===== src/rtl/cmp_branch_pkg.sv =====
package cmp_branch_pkg;

  typedef enum logic [3:0] {
    CC_ALWAYS = 4'd0,
    CC_EQ     = 4'd1,
    CC_NE     = 4'd2,
    CC_HI     = 4'd3,
    CC_HS     = 4'd4,
    CC_LO     = 4'd5,
    CC_LS     = 4'd6,
    CC_GT     = 4'd7,
    CC_GE     = 4'd8,
    CC_LT     = 4'd9,
    CC_LE     = 4'd10,
    CC_MI     = 4'd11,
    CC_PL     = 4'd12,
    CC_VS     = 4'd13,
    CC_VC     = 4'd14,
    CC_NEVER  = 4'd15
  } cond_e;

  typedef struct packed {
    logic c;
    logic s;
    logic z;
    logic v;
  } flags_t;

endpackage


===== src/rtl/cbu_rst_sync.sv =====
module cbu_rst_sync #(
  parameter int STAGES = 2
) (
  input  logic clk,
  input  logic rst_n,
  output logic rst_sync_n
);
  logic [STAGES-1:0] chain_q;

  always_ff @(posedge clk or negedge rst_n) begin
    if (!rst_n) chain_q <= '0;
    else        chain_q <= {chain_q[STAGES-2:0], 1'b1};
  end

  assign rst_sync_n = chain_q[STAGES-1];
endmodule


===== src/rtl/cbu_flag_calc.sv =====
module cbu_flag_calc
  import cmp_branch_pkg::*;
#(
  parameter int W = 8
) (
  input  logic         mode_test,
  input  logic [W-1:0] opnd_m,
  input  logic [W-1:0] opnd_n,
  output flags_t       flags_new
);
  localparam int LOW_W = W - 1;

  logic [W:0]     full_sum;
  logic [LOW_W:0] low_sum;
  logic [W-1:0]   and_res;
  logic           carry_into_top;

  always_comb begin
    full_sum       = {1'b0, opnd_m} + {1'b0, ~opnd_n} + {{W{1'b0}}, 1'b1};
    low_sum        = {1'b0, opnd_m[LOW_W-1:0]} + {1'b0, ~opnd_n[LOW_W-1:0]}
                   + {{LOW_W{1'b0}}, 1'b1};
    carry_into_top = low_sum[LOW_W];
    and_res        = opnd_m & opnd_n;
    if (mode_test) begin
      flags_new.c = 1'b0;
      flags_new.s = and_res[W-1];
      flags_new.z = (and_res == '0);
      flags_new.v = 1'b0;
    end else begin
      flags_new.c = full_sum[W];
      flags_new.s = full_sum[W-1];
      flags_new.z = (full_sum[W-1:0] == '0);
      flags_new.v = full_sum[W] ^ carry_into_top;
    end
  end
endmodule


===== src/rtl/cbu_flag_reg.sv =====
module cbu_flag_reg
  import cmp_branch_pkg::*;
(
  input  logic   clk,
  input  logic   rst_n,
  input  logic   load_en,
  input  flags_t flags_in,
  output flags_t flags_q
);
  flags_t flags_d;

  always_comb begin
    flags_d = flags_q;
    if (load_en) flags_d = flags_in;
  end

  always_ff @(posedge clk or negedge rst_n) begin
    if (!rst_n) flags_q <= '0;
    else        flags_q <= flags_d;
  end
endmodule


===== src/rtl/cbu_cond_eval.sv =====
module cbu_cond_eval
  import cmp_branch_pkg::*;
(
  input  flags_t     flags,
  input  logic [3:0] cond_sel,
  output logic       take
);
  logic lt_signed;

  always_comb begin
    lt_signed = flags.s ^ flags.v;
    unique case (cond_e'(cond_sel))
      CC_ALWAYS: take = 1'b1;
      CC_EQ:     take = flags.z;
      CC_NE:     take = !flags.z;
      CC_HI:     take = flags.c && !flags.z;
      CC_HS:     take = flags.c;
      CC_LO:     take = !flags.c;
      CC_LS:     take = !flags.c || flags.z;
      CC_GT:     take = !lt_signed && !flags.z;
      CC_GE:     take = !lt_signed;
      CC_LT:     take = lt_signed;
      CC_LE:     take = lt_signed || flags.z;
      CC_MI:     take = flags.s;
      CC_PL:     take = !flags.s;
      CC_VS:     take = flags.v;
      CC_VC:     take = !flags.v;
      default:   take = 1'b0;
    endcase
  end
endmodule


===== src/rtl/cmp_branch_unit.sv =====
module cmp_branch_unit
  import cmp_branch_pkg::*;
#(
  parameter int W = 8
) (
  input  logic         clk,
  input  logic         rst_n,
  input  logic         upd,
  input  logic         mode_test,
  input  logic [W-1:0] opnd_m,
  input  logic [W-1:0] opnd_n,
  input  logic [3:0]   cond_sel,
  output logic         flag_c,
  output logic         flag_s,
  output logic         flag_z,
  output logic         flag_v,
  output logic         take
);
  logic   rst_int_n;
  flags_t flags_new;
  flags_t flags_q;

  cbu_rst_sync #(.STAGES(2)) u_rsync (
    .clk(clk), .rst_n(rst_n), .rst_sync_n(rst_int_n)
  );

  cbu_flag_calc #(.W(W)) u_calc (
    .mode_test(mode_test), .opnd_m(opnd_m), .opnd_n(opnd_n),
    .flags_new(flags_new)
  );

  cbu_flag_reg u_freg (
    .clk(clk), .rst_n(rst_int_n), .load_en(upd),
    .flags_in(flags_new), .flags_q(flags_q)
  );

  cbu_cond_eval u_ceval (
    .flags(flags_q), .cond_sel(cond_sel), .take(take)
  );

  assign flag_c = flags_q.c;
  assign flag_s = flags_q.s;
  assign flag_z = flags_q.z;
  assign flag_v = flags_q.v;
endmodule


===== config.mk =====
export PLATFORM = sky130hd
export DESIGN_NAME = cmp_branch_unit
export DESIGN_NICKNAME = d
export VERILOG_FILES = /design/src/rtl/cmp_branch_pkg.sv /design/src/rtl/cbu_rst_sync.sv /design/src/rtl/cbu_flag_calc.sv /design/src/rtl/cbu_flag_reg.sv /design/src/rtl/cbu_cond_eval.sv /design/src/rtl/cmp_branch_unit.sv
export SDC_FILE = /design/constraint.sdc
export NUM_CORES = 1
export LEC_CHECK = 0
export BUFFER_PORTS_ARGS = -buffer_cell sky130_fd_sc_hd__buf_2
export CORE_ASPECT_RATIO = 0.75
export CORE_MARGIN = 1.5
export CORE_UTILIZATION = 46
export DETAILED_ROUTE_END_ITERATION = 8
export PLACE_DENSITY = 0.85
export SLEW_MARGIN = 40
export SYNTH_ARGS = -nofsm -noshare
export SYNTH_HDL_FRONTEND = slang
export SYNTH_SLANG_ARGS = --single-unit

===== constraint.sdc =====
create_clock -name clk -period 1.3 [get_ports clk]
set_input_delay 0.13 -clock clk [delete_from_list [all_inputs] [get_ports clk]]
set_output_delay 0.13 -clock clk [all_outputs]
set_load 0.02 [all_outputs]

==> results of run 1 <==
flip-flops by register name, indices dropped and copies added (netlist names):
name             count
u_freg.flags_q       4
u_rsync.chain_q      2
repair_timing:
| item | CTS | global route |
|---|---|---|
| pin swaps | 8 | 3 |
| gates resized for setup | 16 | 9 |
| endpoints found under the setup margin | 5 | 5 |
| cloned | 0 | 0 |
| hold buffers | 1 | 0 |
| endpoints found under the hold margin | 2 | 0 |
| buffers inserted | 6 | 0 |
final cells by class:
cell class	instances	share of cell area (%)
clock buffers	4	1.599
inverters	17	5.103
multi-input cells	99	54.30
flip-flops and latches	6	9.292
well taps	24	1.828
repair buffers	64	27.88
power breakdown:
group | internal, uW | leakage [uW] | switching (uW)
Sequential | 208 | 0.0000717 | 24.7
Clock | 117 | 0.0000150 | 78.3
Combinational | 362 | 0.000711 | 356
layer usage:
layer  track usage (%)  share of wire (%)
met3             4.878                8.4
met5                 0                  0
met4             20.48                6.2
met2             57.65                 48
met1             33.77                 38
metrics by stage:
stage	cells	setup WS (ns)
after floorplan	123	-0.3452
after global placement	203	-0.5571
after detailed placement	203	-0.6449
after CTS	214	-0.3827
after global routing	214	-0.4704
final	214	-0.4045
critical path, delay by kind of cell, from the launching register on:
kind / cells / cell delay (ns)
buffers and inverters: 2 / 0.21
DFF: 1 / 0.38
AOI/OAI and AO/OA: 4 / 0.73
kinds of logic after synthesis:
logic type      Yosys count  share of synthesized area [%]
compound gates           41                          29.05
simple gates             35                          20.43
buf+inv                  18                          6.940
fa+ha+maj                17                          22.62
flops                     6                          15.42
mux                       3                          3.342
xor+xnor                  2                          1.800
other cells               1                         0.3852
layout by cell type, fill, tap and decap left out, drive strengths merged, types with 2 or more instances in the layout:
| cell type | Yosys | routed |
|---|---|---|
| buf | 0 | 63 |
| inv | 17 | 17 |
| ha | 16 | 16 |
| nor2 | 12 | 12 |
| o21ai | 9 | 9 |
| a21oi | 8 | 8 |
| nand2 | 6 | 6 |
| dfrtp | 6 | 6 |
| nand2b | 4 | 4 |
| clkbuf | 1 | 4 |
| o22ai | 3 | 3 |
| nor2b | 3 | 3 |
| o31ai | 3 | 3 |
| o211ai | 2 | 2 |
| o2111ai | 2 | 2 |
| o21a | 2 | 2 |
| mux2 | 2 | 2 |
| nor3b | 2 | 2 |
worst paths after layout:
check                                endpoint
hold / removal              u_freg.flags_q[3]
hold reg to reg             u_freg.flags_q[3]
max in group asynchronous  u_rsync.chain_q[0]
setup / recovery                         take
setup reg to reg            u_freg.flags_q[2]
min in group clk            u_freg.flags_q[0]
==> run metrics, run 1 <==
status complete, but fails checks; failing checks negative setup slack; Critical Path Fanout Max 3; Synth Flop Type dfrtp_1; critical path arrival 1.57 ns; Worst Path Required 1.17 ns; YS warnings 0; crit path max-delay cell type dfrtp_2; area of the core 1997 um2; worst r2r src u_freg.flags_q[2]; Overflow after GRT 0; Hold Path Class flip-flop to asynchronous set/reset pin; Worst IR Drop VDD 0.5151 mV; Setup crit start kind flip-flop; first-pass iteration count of the detailed router 4; starting density of the core 48.75%; CTS Sinks 6; Fill cells 115; multi-input logic area 892.1 um2; Vias/cell 6.206; Clock Latency Late Sink 0.25 ns; DP Wirelength 2365 um; max-cap violations 0; main area contributors after synthesis ha_1 (21%), dfrtp_1 (15%), inv_1 (6.6%); row cnt 14; total global-route track usage 31.47%; Leakage 0.0007974 uW; dpl cell area 1444 um2; Final Max Slew Viols 0; post-synth cell types 44; DR vias 1,328; Synth Net Count 164; Yosys top cell area share 20.57%; PnR Total Power 1146 uW; Setup-failing EPs final 5; Fin Hold WS 0.06027 ns; Seq. cell area 152.6 um2; clock slew at reported path FFs 0.05 ns; IO Port Bufs 28; TNS Setup -1.238 ns; share of cells above drive strength 1 50.00%; Final Cycle Share 131.1%; worst reg2reg setup slack 0.37 ns; RSZ-0062 raised after global routing yes; global-route wire length before repair 5920 um; pin count of the biggest net entering global routing 9; # DRC 0; htree depth 1; Die Width 56.12 um; slowest stage delay, CP 0.38 ns; GP Congestion 0.8772; clock root buffer clkbuf_4; start point of the critical path u_freg.flags_q[0]; Setup WS post-layout -0.4045 ns; Final Skew 0.006127 ns; cell taking the most area after synthesis ha_1; initial antenna violation count 0; pwr/cell area 697.8 nW/um2; DRT iter0 DRCs 85; final core occ 82.27%; Synth async-reset ratio 100.0%; post-synthesis average cell area 7.914 um2; post-synthesis register bit count 6; Final Cell Area 1643 um2; Area Growth Syn to Fin 68.77%; vias in the first global route 1,355; Post-synth top cells inv_1 (17), ha_1 (16), nor2_1 (12); Tmin final 1.705 ns; CTS Buffer Depth 2; Num CTS Buffers 3; DIE HEIGHT 42.84 um; die area 2404 um2; most common cell in the netlist inv_1; crit end category output pin; fin nets 232; Max Freq 586.7 MHz; final wirelength 3657 um; CTS tree yes; register area share after synthesis 15.42%; diode count 0; Setup CP Type flip-flop to output pin; Post-synth EDFFs 0; final hold violations 0; synthesized area 973.4 um2; Routed Antenna Nets 0; Synth Instances 123; Wirelength per Cell 17.09 um; R2R depth 2; I/O Pins 29; CP Cell Sequence inv_2 -> o41a_1 -> o221a_2 -> a21oi_2 -> o221ai_2 -> buf_4
(Power assumes the default switching activity.)
==> inputs of run 2 (changes only) <==
--- a/config.mk
+++ b/config.mk
@@ -6,9 +6,11 @@
 export NUM_CORES = 1
 export LEC_CHECK = 0
 export BUFFER_PORTS_ARGS = -buffer_cell sky130_fd_sc_hd__buf_2
+export CELL_PAD_IN_SITES_DETAIL_PLACEMENT = 1
+export CELL_PAD_IN_SITES_GLOBAL_PLACEMENT = 1
 export CORE_ASPECT_RATIO = 0.75
 export CORE_MARGIN = 1.5
-export CORE_UTILIZATION = 46
+export CORE_UTILIZATION = 33
 export DETAILED_ROUTE_END_ITERATION = 8
 export PLACE_DENSITY = 0.85
 export SLEW_MARGIN = 40
==> run 2 against run 1 <==
Wire length increased by 10%. Hold slack improved by 0.011 ns. Global-route usage decreased by 6.1 points. Sequential power increased by 2%. Count of clock-buffer cells in the layout unchanged. The flow still finishes with violations (negative setup slack). Core utilization decreased by 20 points. Flip-flop and latch count unchanged. Power increased by 11%. Clock skew decreased by 0.0052 ns. Combinational power about the same. Sequential share of layout area decreased by 0.19 points.
==> run metrics, run 2 (same netlist as run 1, synthesis figures left out) <==
status complete, but fails checks; RSZ-0062 raised after global routing yes; Seq. cell area 152.6 um2 (unchanged); row cnt 16 (+2); top flop regs u_freg.flags_q: 4 flops, u_rsync.chain_q: 2 flops; final hold violations 0 (unchanged); Setup crit start kind flip-flop; commonest non-fill, non-tap cell in the layout buf_4; pin count of the biggest net entering global routing 9 (unchanged); clock root buffer clkbuf_8; Setup WS post-layout -0.4289 ns (-0.02442 ns); die area 3288 um2 (+37%); CTS tree yes; share of cells above drive strength 1 49.74% (-0.26 points); Final Max Slew Viols 0 (unchanged); total placed cells including tap cells 218 (+7.4%); diode count 0 (unchanged); pwr/cell area 756.2 nW/um2 (+8.4%); Setup-failing EPs final 4 (-1); clock slew at reported path FFs 0.04 ns (about the same); starting density of the core 36.02% (-13 points); fin nets 235 (+1.3%); PnR Total Power 1269 uW (+11%); Hold Path Class flip-flop to asynchronous set/reset pin; Tmin final 1.729 ns (+0.02442 ns); Clock Latency Late Sink 0.23 ns (-0.02 ns); crit end category output pin; Leakage 0.0008153 uW (+2.2%); critical path arrival 1.60 ns (+0.03 ns); max-cap violations 0 (unchanged); Num CTS Buffers 3 (unchanged); Fill cells 329 (+190%); top sig layer met4; # DRC 0 (unchanged); Worst IR Drop VDD 0.7271 mV (+41%); DP Wirelength 2929 um (+24%); Die Width 65.72 um (+17%); Final Skew 0.0008956 ns (-0.005232 ns); Final Cell Area 1678 um2 (+2.1%); dpl cell area 1481 um2 (+2.6%); initial antenna violation count 0 (unchanged); final std cells w/o fill 229 (+7.0%); TNS Setup -1.281 ns (-0.04310 ns); DIE HEIGHT 50.04 um (+17%); area of the core 2703 um2 (+35%); WL met3 173 um (-44%); Critical Path Fanout Max 4 (+1); DRT iter0 DRCs 43 (-49%); Overflow after GRT 0 (unchanged); Setup CP Type flip-flop to output pin; Max Freq 578.4 MHz (-1.4%); vias in the first global route 1,311 (-3.2%); htree depth 1 (unchanged); final wirelength 4038 um (+10%); Final Cycle Share 133.0% (+1.9 points); Fin Hold WS 0.07165 ns (+0.01138 ns); Reg with most FFs u_freg.flags_q; I/O Pins 29 (unchanged); Wirelength per Cell 17.63 um (+3.2%); max reg flops 4 (unchanged); global-route wire length before repair 6299 um (+6.4%); total global-route track usage 25.39% (-6.1 points); first-pass iteration count of the detailed router 4 (unchanged); CTS Buffer Depth 2 (unchanged); most frequent cells in the layout buf_4 (39), buf_2 (23), inv_1 (13), nor2_1 (12), ha_1 (12); CTS Sinks 6 (unchanged); DR vias 1,214 (-8.6%); Vias/cell 5.301 (-15%); IO Port Bufs 28 (unchanged); Worst Path Required 1.17 ns (about the same); GP Congestion 0.8040 (-8.3%); Routed met2 length 2060 um (+18%); Area Growth Syn to Fin 72.37%; WL met1 1636 um (+19%); multi-input logic area 875.8 um2 (-1.8%); Routed Antenna Nets 0 (unchanged); failing checks negative setup slack
[run 2: power breakdown]
| group | leakage (uW) | switching, uW | total, uW | internal, uW |
|---|---|---|---|---|
| Sequential | 0.0000717 | 28.5 | 237 | 208 |
| Clock | 0.0000228 | 101 | 313 | 213 |
| Combinational | 0.000721 | 358 | 719 | 360 |
| Total | 0.000815 | 487 | 1270 | 781 |
[run 2: path summary, 6_finish.rpt]
path | from | end | slack [ns] | depth (start not counted)
worst max-delay path | u_freg.flags_q[2] | take | -0.43 | 6
worst min-delay path | u_rsync.chain_q[1] | u_freg.flags_q[3] | 0.07 | 0
worst max register to register | u_freg.flags_q[2] | u_freg.flags_q[2] | 0.23 | 3
worst min register to register | u_rsync.chain_q[1] | u_freg.flags_q[3] | 0.07 | 0
max in group asynchronous | rst_n | u_rsync.chain_q[1] | 0.99 | 2
min in group clk | upd | u_freg.flags_q[0] | 0.19 | 2
[run 2: per-layer routing]
metal  up-vias  global-route usage [%]
li1        586                       -
met1       578                   30.29
met2        34                   44.78
met3        16                   5.023
met4         0                   9.028
met5         -                       0
[run 2: repair_timing]
action / CTS / global route
hold endpoints to repair: 2 / 0
endpoints found under the setup margin: 5 / 5
setup buffers: 4 / 2
pin swaps: 6 / 7
resized for setup: 14 / 9
hold buffers: 1 / 0
[run 2: area by class of cell]
| type | instances | area share [%] |
|---|---|---|
| Tap cell | 36 | 2.685 |
| Multi-Input combinational cell | 99 | 52.20 |
| Clock buffer | 4 | 2.685 |
| Sequential cell | 6 | 9.098 |
| Timing Repair Buffer | 67 | 28.34 |
| Inverter | 17 | 4.996 |
[run 2: worst max-delay path, stage by stage, from the launching register on]
cell	delay [ns]
dfrtp_2	0.40
inv_2	0.05
o41a_1	0.37
o221a_2	0.14
a21oi_2	0.13
o221ai_2	0.11
buf_4	0.17
[run 2: stage by stage]
stage,utilization [%],worst slack [ns]
CTS,60.19,-0.4053
finish,62.08,-0.4289
global route,62.08,-0.4612
global placement,54.81,-0.5807
floorplan,-,-0.3452
detailed placement,54.81,-0.6715
==> inputs of run 3 (changes only) <==
--- a/config.mk
+++ b/config.mk
@@ -12,7 +12,8 @@
 export CORE_MARGIN = 1.5
 export CORE_UTILIZATION = 33
 export DETAILED_ROUTE_END_ITERATION = 8
-export PLACE_DENSITY = 0.85
+export PLACE_DENSITY = 0.77
+export REMOVE_ABC_BUFFERS = 1
 export SLEW_MARGIN = 40
 export SYNTH_ARGS = -nofsm -noshare
 export SYNTH_HDL_FRONTEND = slang
==> run 3 against run 2 <==
The flow still finishes with violations (negative setup slack). Via count rose by 4.2%. Core utilization is 2.0 points lower. Sequential power is 3% lower. Critical endpoint unchanged. Hold slack got worse by 0.011 ns. Combinational power is 0.7% lower. Flip-flop and latch count unchanged. Non-clock buffer count decreased by 4. Critical path depth up 1. Global-route usage down 0.30 points. Maximum frequency down 0.46%. Die area unchanged. Cell count shrank 2.2%.
==> run metrics, run 3 (same netlist as run 1, synthesis figures left out) <==
Max Freq 575.7 MHz (-0.46%); Hold Path Class flip-flop to asynchronous set/reset pin; pwr/cell area 762.9 nW/um2 (+0.89%); Wirelength per Cell 19.37 um (+9.8%); DIE HEIGHT 50.04 um (unchanged); initial antenna violation count 0 (unchanged); DP Wirelength 2566 um (-12%); CTS Buffer Depth 2 (unchanged); die area 3288 um2 (unchanged); DRT iter0 DRCs 40 (-7.0%); TNS Setup -1.388 ns (-0.1069 ns); Worst Path Required 1.17 ns (about the same); max-cap violations 0 (unchanged); CTS Sinks 6 (unchanged); diode count 0 (unchanged); final hold violations 0 (unchanged); Leakage 0.0007946 uW (-2.5%); # DRC 0 (unchanged); Area Growth Syn to Fin 66.84%; clock root buffer clkbuf_8; Die Width 65.72 um (unchanged); Routed Antenna Nets 0 (unchanged); RSZ-0062 raised after global routing yes; failing checks negative setup slack; Setup CP Type flip-flop to output pin; pin count of the biggest net entering global routing 8 (-1); clock slew at reported path FFs 0.04 ns (about the same); Critical Path Fanout Max 3 (-1); Tmin final 1.737 ns (+0.008071 ns); Final Cycle Share 133.6% (+0.62 points); Clock Latency Late Sink 0.23 ns (about the same); Final Max Slew Viols 0 (unchanged); Num CTS Buffers 3 (unchanged); DR vias 1,265 (+4.2%); Overflow after GRT 0 (unchanged); CTS tree yes; first-pass iteration count of the detailed router 4 (unchanged); most frequent cells in the layout buf_4 (35), buf_2 (23), inv_1 (13), nor2_1 (12), ha_1 (12); Reg with most FFs u_freg.flags_q; commonest non-fill, non-tap cell in the layout buf_4; I/O Pins 29 (unchanged); htree depth 1 (unchanged); top flop regs u_freg.flags_q: 4 flops, u_rsync.chain_q: 2 flops; area of the core 2703 um2 (unchanged); GP Congestion 0.8274 (+2.9%); IO Port Bufs 28 (unchanged); Setup crit start kind flip-flop; share of cells above drive strength 1 48.94% (-0.80 points); max reg flops 4 (unchanged); Setup-failing EPs final 5 (+1); status complete, but fails checks; Vias/cell 5.647 (+6.5%); final wirelength 4338 um (+7.4%); Setup WS post-layout -0.4370 ns (-0.008071 ns); Final Skew 0.005974 ns (+0.005079 ns); fin nets 231 (-1.7%); global-route wire length before repair 6244 um (-0.87%); crit end category output pin; PnR Total Power 1239 uW (-2.3%); total global-route track usage 25.10% (-0.30 points); dpl ws -0.7054 ns (-0.03383 ns); Worst IR Drop VDD 0.4779 mV (-34%); critical path arrival 1.61 ns (about the same); vias in the first global route 1,344 (+2.5%); starting density of the core 36.02% (unchanged); row cnt 16 (unchanged)
-- run 3: report_power, final --
part           switching [uW]  internal (uW)
combinational             368            345
clock                    95.3            200
sequential               22.0            208
total                     486            753
-- run 3: final cells by class --
type                            instances  area, um2
Inverter                               17      68.82
Tap cell                               36      45.04
Sequential cell                         6      151.4
Timing Repair Buffer                   63      444.2
Fill cell                             339       1079
Multi-Input combinational cell         99      873.3
Clock buffer                            3      41.29
-- run 3: per-stage QoR --
step / hold slack [ns] / util, % / instances / area [um2]
floorplan: -0.1656 / - / 122 / 969.7
global placement: -0.08567 / 51.06 / 216 / 1380
detailed placement: -0.07951 / 51.06 / 216 / 1380
CTS: 0.05996 / 57.87 / 223 / 1564
global route: 0.06683 / 60.09 / 224 / 1624
finish: 0.06105 / 60.09 / 224 / 1624
-- run 3: path summary, 6_finish.rpt --
| path | from | to | slack [ns] | cells past startpoint |
|---|---|---|---|---|
| worst max register to register | u_freg.flags_q[2] | u_freg.flags_q[2] | 0.22 | 3 |
| worst min-delay path | u_rsync.chain_q[1] | u_freg.flags_q[1] | 0.06 | 0 |
| max in group asynchronous | rst_n | u_rsync.chain_q[0] | 0.99 | 2 |
| worst min register to register | u_rsync.chain_q[1] | u_freg.flags_q[1] | 0.06 | 0 |
| worst max-delay path | u_freg.flags_q[2] | take | -0.44 | 7 |
| min in group clk | upd | u_freg.flags_q[0] | 0.19 | 2 |
-- run 3: routing by layer --
| metal | up-vias | share of wire, % | global-route usage, % |
|---|---|---|---|
| met5 | - | 0 | 0 |
| met4 | 0 | 4.6 | 10.07 |
| met3 | 22 | 4.5 | 3.653 |
| met2 | 43 | 51 | 45.12 |
| met1 | 619 | 40 | 29.56 |
| li1 | 581 | - | - |
-- run 3: worst max-delay path, stage by stage, from the launching register on --
cell and delay [ns]:
dfrtp_2 0.41, buf_4 0.15, xor2_1 0.15, o21ai_0 0.17
nor2_1 0.06, a21oi_1 0.15, o221ai_2 0.11, buf_4 0.16
-- run 3: repair_timing --
item | 4_1_cts | 5_1_grt
hold buffers | 1 | 0
setup endpoints to repair | 5 | 5
setup buffers | 3 | 1
gates resized for setup | 26 | 12
pin swaps | 10 | 6
cloned | 0 | 0
endpoints found under the hold margin | 2 | 0
